[config.mk]
export PLATFORM = sky130hd
export DESIGN_NAME = csm_mult
export DESIGN_NICKNAME = d
export VERILOG_FILES = /design/src/rtl/csm_pkg.sv /design/src/rtl/csm_bank.sv /design/src/rtl/csm_encoder.sv /design/src/rtl/csm_select_unit.sv /design/src/rtl/csm_mult.sv
export SDC_FILE = /design/constraint.sdc
export NUM_CORES = 1
export LEC_CHECK = 0
export ABC_AREA = 1
export CAP_MARGIN = 25
export CORE_ASPECT_RATIO = 1.1
export CORE_MARGIN = 2
export CORE_UTILIZATION = 50
export DETAILED_ROUTE_END_ITERATION = 7
export HOLD_SLACK_MARGIN = 0.06
export PLACE_DENSITY = 0.83
export SLEW_MARGIN = 20
export SYNTH_ARGS = -nofsm -noshare
export SYNTH_HDL_FRONTEND = slang
export SYNTH_SLANG_ARGS = --single-unit
[constraint.sdc]
create_clock -name clk -period 5.15 [get_ports clk]
set_input_delay 1.03 -clock clk [delete_from_list [all_inputs] [get_ports clk]]
set_output_delay 1.03 -clock clk [all_outputs]
set_load 0.03 [all_outputs]
[src/rtl/csm_pkg.sv]
package csm_pkg;
   localparam int unsigned CSM_DEF_X_W   = 8;
   localparam int unsigned CSM_DEF_C_W   = 8;
   localparam int unsigned CSM_DEF_NIB_W = 4;

   // odd alphabet member for bank index k
   function automatic int unsigned csm_odd(input int unsigned k);
      return 2 * k + 1;
   endfunction
endpackage

[src/rtl/csm_bank.sv]
module csm_bank #(
   parameter int unsigned X_W   = 8,
   parameter int unsigned NIB_W = 4,
   localparam int unsigned ALPHA_N = 2 ** (NIB_W - 1),
   localparam int unsigned BW      = X_W + NIB_W
) (
   input  logic [X_W-1:0]              x_i,
   output logic [ALPHA_N-1:0][BW-1:0]  bank_o
);
   import csm_pkg::*;

   for (genvar k = 0; k < ALPHA_N; k++) begin : g_mult
      assign bank_o[k] = BW'(x_i) * BW'(csm_odd(k));
      if (k > 0) begin : g_chk
         // neighbouring entries differ by exactly 2x
         always_comb begin
            a_r6_bank_step : assert (bank_o[k] - bank_o[k-1] == BW'({x_i, 1'b0}))
               else $error("bank step mismatch at entry %0d", k);
         end
      end
   end
endmodule

[src/rtl/csm_encoder.sv]
module csm_encoder #(
   parameter int unsigned NIB_W = 4,
   localparam int unsigned SEL_W = NIB_W - 1,
   localparam int unsigned SHF_W = (NIB_W > 2) ? $clog2(NIB_W) : 1
) (
   input  logic [NIB_W-1:0] nib_i,
   output logic [SEL_W-1:0] sel_o,
   output logic [SHF_W-1:0] shf_o,
   output logic             nz_o
);
   logic [NIB_W-1:0] odd_part;

   always_comb begin
      shf_o = '0;
      for (int i = NIB_W - 1; i >= 0; i--) begin
         if (nib_i[i]) shf_o = SHF_W'(i);
      end
      odd_part = nib_i >> shf_o;
      sel_o    = odd_part[NIB_W-1:1];
      nz_o     = |nib_i;
   end

   // odd code rebuilt and shifted back gives the slice
   always_comb begin
      if (nib_i != '0) begin
         a_r3_encode_inverse : assert ((NIB_W'({sel_o, 1'b1}) << shf_o) == nib_i)
            else $error("encoding does not reproduce slice %b", nib_i);
      end
   end
endmodule

[src/rtl/csm_select_unit.sv]
module csm_select_unit #(
   parameter int unsigned X_W   = 8,
   parameter int unsigned NIB_W = 4,
   localparam int unsigned ALPHA_N = 2 ** (NIB_W - 1),
   localparam int unsigned BW      = X_W + NIB_W,
   localparam int unsigned SEL_W   = NIB_W - 1,
   localparam int unsigned SHF_W   = (NIB_W > 2) ? $clog2(NIB_W) : 1
) (
   input  logic [ALPHA_N-1:0][BW-1:0] bank_i,
   input  logic [NIB_W-1:0]           nib_i,
   output logic [BW-1:0]              part_o
);
   logic [SEL_W-1:0] sel;
   logic [SHF_W-1:0] shf;
   logic             nz;
   logic [BW-1:0]    picked;
   logic [BW-1:0]    shifted;

   csm_encoder #(.NIB_W(NIB_W)) enc_i (
      .nib_i (nib_i),
      .sel_o (sel),
      .shf_o (shf),
      .nz_o  (nz)
   );

   assign picked  = bank_i[sel];
   assign shifted = picked << shf;
   assign part_o  = shifted & {BW{nz}};

   // an empty slice yields nothing
   always_comb begin
      if (nib_i == '0) begin
         a_r4_zero_slice : assert (part_o == '0)
            else $error("zero slice produced %0d", part_o);
      end
   end
endmodule

[src/rtl/csm_mult.sv]
module csm_mult #(
   parameter int unsigned X_W     = csm_pkg::CSM_DEF_X_W,
   parameter int unsigned C_W     = csm_pkg::CSM_DEF_C_W,
   parameter int unsigned NIB_W   = csm_pkg::CSM_DEF_NIB_W,
   parameter bit          REG_OUT = 1'b1,
   localparam int unsigned NUM_NIB = C_W / NIB_W,
   localparam int unsigned ALPHA_N = 2 ** (NIB_W - 1),
   localparam int unsigned BW      = X_W + NIB_W,
   localparam int unsigned P_W     = X_W + C_W
) (
   input  logic           clk,
   input  logic           rst_n,
   input  logic [X_W-1:0] x_i,
   input  logic [C_W-1:0] c_i,
   output logic [P_W-1:0] prod_o
);
   if (NIB_W < 2) begin : g_bad_nib
      $error("NIB_W must be at least 2");
   end
   if (C_W % NIB_W != 0) begin : g_bad_split
      $error("C_W must be a multiple of NIB_W");
   end

   logic [ALPHA_N-1:0][BW-1:0] bank;
   logic [BW-1:0]              part [NUM_NIB];
   logic [P_W-1:0]             acc  [NUM_NIB+1];

   csm_bank #(.X_W(X_W), .NIB_W(NIB_W)) bank_i (
      .x_i    (x_i),
      .bank_o (bank)
   );

   assign acc[0] = '0;

   for (genvar k = 0; k < NUM_NIB; k++) begin : g_slice
      csm_select_unit #(.X_W(X_W), .NIB_W(NIB_W)) su_i (
         .bank_i (bank),
         .nib_i  (c_i[k*NIB_W +: NIB_W]),
         .part_o (part[k])
      );
      // slice k carries weight 2^(k*NIB_W)
      assign acc[k+1] = acc[k] + (P_W'(part[k]) << (k * NIB_W));
   end

   if (REG_OUT) begin : g_reg
      logic [P_W-1:0] prod_q;
      always_ff @(posedge clk) begin
         if (!rst_n) prod_q <= '0;
         else        prod_q <= acc[NUM_NIB];
      end
      assign prod_o = prod_q;

      // registered product matches operands of the previous edge
      a_r1_product : assert property (@(posedge clk) disable iff (!rst_n)
         $past(rst_n) |-> prod_o == P_W'($past(x_i)) * P_W'($past(c_i)))
         else $error("registered product mismatch");

      // reset clears the product
      a_r2_reset_clear : assert property (@(posedge clk)
         !rst_n |=> prod_o == '0)
         else $error("product not cleared by reset");
   end else begin : g_comb
      assign prod_o = acc[NUM_NIB];

      // combinational product is exact
      always_comb begin
         a_r1_product_comb : assert (prod_o == P_W'(x_i) * P_W'(c_i))
            else $error("combinational product mismatch");
      end
   end
endmodule

==> flow_metrics.tcl, run 1 <==
set metrics [dict create \
    crit_fanout 5 \
    timing.fmax_mhz 184.1 \
    syn_to_final_growth_pct 40.24 \
    drt_first_pass_iters 5 \
    dr_total_vias 7749 \
    final_cell_mix "nand2_1, buf_4, inv_1, nand3_1, ha_1" \
    grt_start_max_net_pins 34 \
    drc 0 \
    grt.total_usage_pct 33.55 \
    whs_ps 1277 \
    nFillCells 929 \
    cp_slowest_cell "fa_1" \
    start_util_pct 51.57 \
    met1_length_um 8425 \
    endpoint "prod_o[14]" \
    rsz0062_at_grt "yes" \
    critPathMostFrequentCell "nand2_1" \
    fin_nets 1333 \
    leakage_nw 4.488 \
    cp_slowest_stage_delay_ps 590 \
    htreeDepth 1 \
    setup_viol 6 \
    worst_slew_pin_slew_ps 511.8 \
    placed_area_um2 7775 \
    avgRoutedWirePerCell_um 16.58 \
    layout_commonest_cell "nand2_1" \
    syn-mean-instance-area_um2 6.059 \
    required_ps 5290 \
    synth_cell_types 42 \
    cp-start-kind "input port" \
    drv_cap 0 \
    synth_top_cell_area_share_pct 16.53 \
    synth_largest_area_cell "nand2_1" \
    fin_crit_ps 5432 \
    die_x_um 107.8 \
    antennaDiodeCount 0 \
    gp_congestion 1.020 \
    ant_nets 0 \
    max_slew_margin_pct 65.84 \
    syn_nets 1107 \
    synth_area_leaders "nand2_1, ha_1, nand3_1, fa_1, inv_1" \
    synth_ff_type "dfxtp_1" \
    synth_warnings 0 \
    rows 41 \
    largest_reg_flops 16 \
    viasPerCell 5.727 \
    cp-startpoint "x_i[2]" \
    hold_buffers 0 \
    drt_wl_total_um 22440 \
    drive_gt1_share_pct 24.27 \
    p_total_mw 2.255 \
    grt_pass1_vias 7297 \
    port_buffers 33 \
    wl_met2_um 10320 \
    finalMaxSlewViolations 0 \
    syn_inst 978 \
    grt_pass1_wl_um 34440 \
    top_layer_used "met4" \
    min_period_over_period_pct 105.5 \
    fin_area_um2 8310 \
    hold_class "in2reg" \
    clk_path_buf_depth 2 \
    crit_family "adder cells" \
    cp.buffers_inverters 3 \
    synthArstFlopShare_pct 0 \
    ir_worst_vdd_mv 0.2623 \
    core-area_um2 11490 \
    synth-edff-count 0 \
    clock_sinks 16 \
    drt_iter0_markers 688 \
    cp_num_cells 30 \
    place_hpwl_um 17120 \
    register_area_um2 320.3 \
    fp.dieArea_um2 12740 \
    outcome "finished, violations left" \
    cts_tree "built" \
    ios 34 \
    path_class "in2reg" \
    crit_arrival_ps 5580 \
    syn-cell-area_um2 5926 \
    multi_input_area_um2 5119 \
    grt_overflow 0 \
    violations "setup timing" \
    die_h_um 118.2 \
    critPathCaptureType "flip-flop" \
    synth-seq-cells 16 \
    hold_viol_final 0 \
    grt_antenna_before_repair 0 \
    powerDensity_nw_per_um2 271.4 \
    clk_pin_slew_ps 50 \
    synth-seq-area-share_pct 5.405 \
    numCtsBuffers 3 \
    timing.final.ws_setup_ps -282.2 \
    routed-wl-met3_um 1811 \
    cts_root_buf "clkbuf_16" \
]
## metrics by stage
stage          setup slack, ps  util, %  std cells  setup TNS [ps]
6_report                -282.2    72.32       1353          -704.0
5_1_grt                 -496.0    72.32       1353           -2618
4_1_cts                 -85.43    70.46       1348          -176.9
3_5_place_dp            -838.9    67.66       1326           -4583
3_3_place_gp            -799.2    67.66       1326           -4096
2_1_floorplan            157.0        -        978               0
## layout make-up
| cell class | instances | area share [%] |
|---|---|---|
| Inverter | 164 | 7.438 |
| Multi-Input combinational cell | 773 | 61.59 |
| Timing Repair Buffer | 246 | 23.79 |
| Sequential cell | 16 | 3.854 |
| Clock buffer | 4 | 1.069 |
| Tap cell | 150 | 2.258 |
## cell usage after synthesis, types with 9 or more instances
cell      instances
nand3_1         147
nand2_1         261
nor2_1           36
nand4_1          17
a21oi_1          59
nand3b_1         10
o21ai_0          50
o22ai_1           9
inv_1           159
clkbuf_1         10
ha_1             76
o211ai_1         10
dfxtp_1          16
fa_1             35
## report_power, final
group	internal [mW]	switching, mW	total (mW)	leakage (nW)
clock network	0.118	0.0483	0.166	0.0442
registers	0.153	0.00764	0.161	0.133
logic	0.884	1.04	1.93	4.31
total	1.16	1.10	2.26	4.49
## worst min path at each step
stage	start	endpoint	slack, ps	cells past startpoint
after floorplan	rst_n	prod_o[7]	1170	2
after global placement	c_i[3]	prod_o[2]	1860	5
after detailed placement	c_i[3]	prod_o[2]	1850	5
after CTS	x_i[0]	prod_o[0]	1380	4
after global routing	x_i[0]	prod_o[0]	1290	4
final	x_i[0]	prod_o[0]	1280	4
## timing repair
item                                    4_1_cts  5_1_grt
endpoints found under the setup margin        8        9
gates resized for setup                      49       50
pin swaps                                    30       41
buffers inserted                             18        6
## kinds of logic after synthesis
logic type,Yosys count,synth area share (%)
and+or+nand+nor,490,36.53
buffers and inverters,189,12.88
AOI/OAI and AO/OA,155,14.74
adders and majority gates,111,27.87
DFF,16,5.405
xor gates and xnor gates,14,2.069
muxes,3,0.5068
## per-layer routing
layer	global-route usage, %	vias up
met5	0	-
li1	-	3685
met2	53.73	478
met4	23.88	0
met1	41.07	3450
met3	4.082	136
## tightest hold or removal path: cells and delay by family
family	cells	cell delay, ps
AND/OR/NAND/NOR	2	150
buffers and inverters	2	300
Power figures use the tool's default switching activity.
==> inputs of run 2 (changes only) <==
- CTS_CLUSTER_DIAMETER: unset -> 30
==> results of run 2 <==
No change in the layout: final DEF, timing and power equal those of run 1.
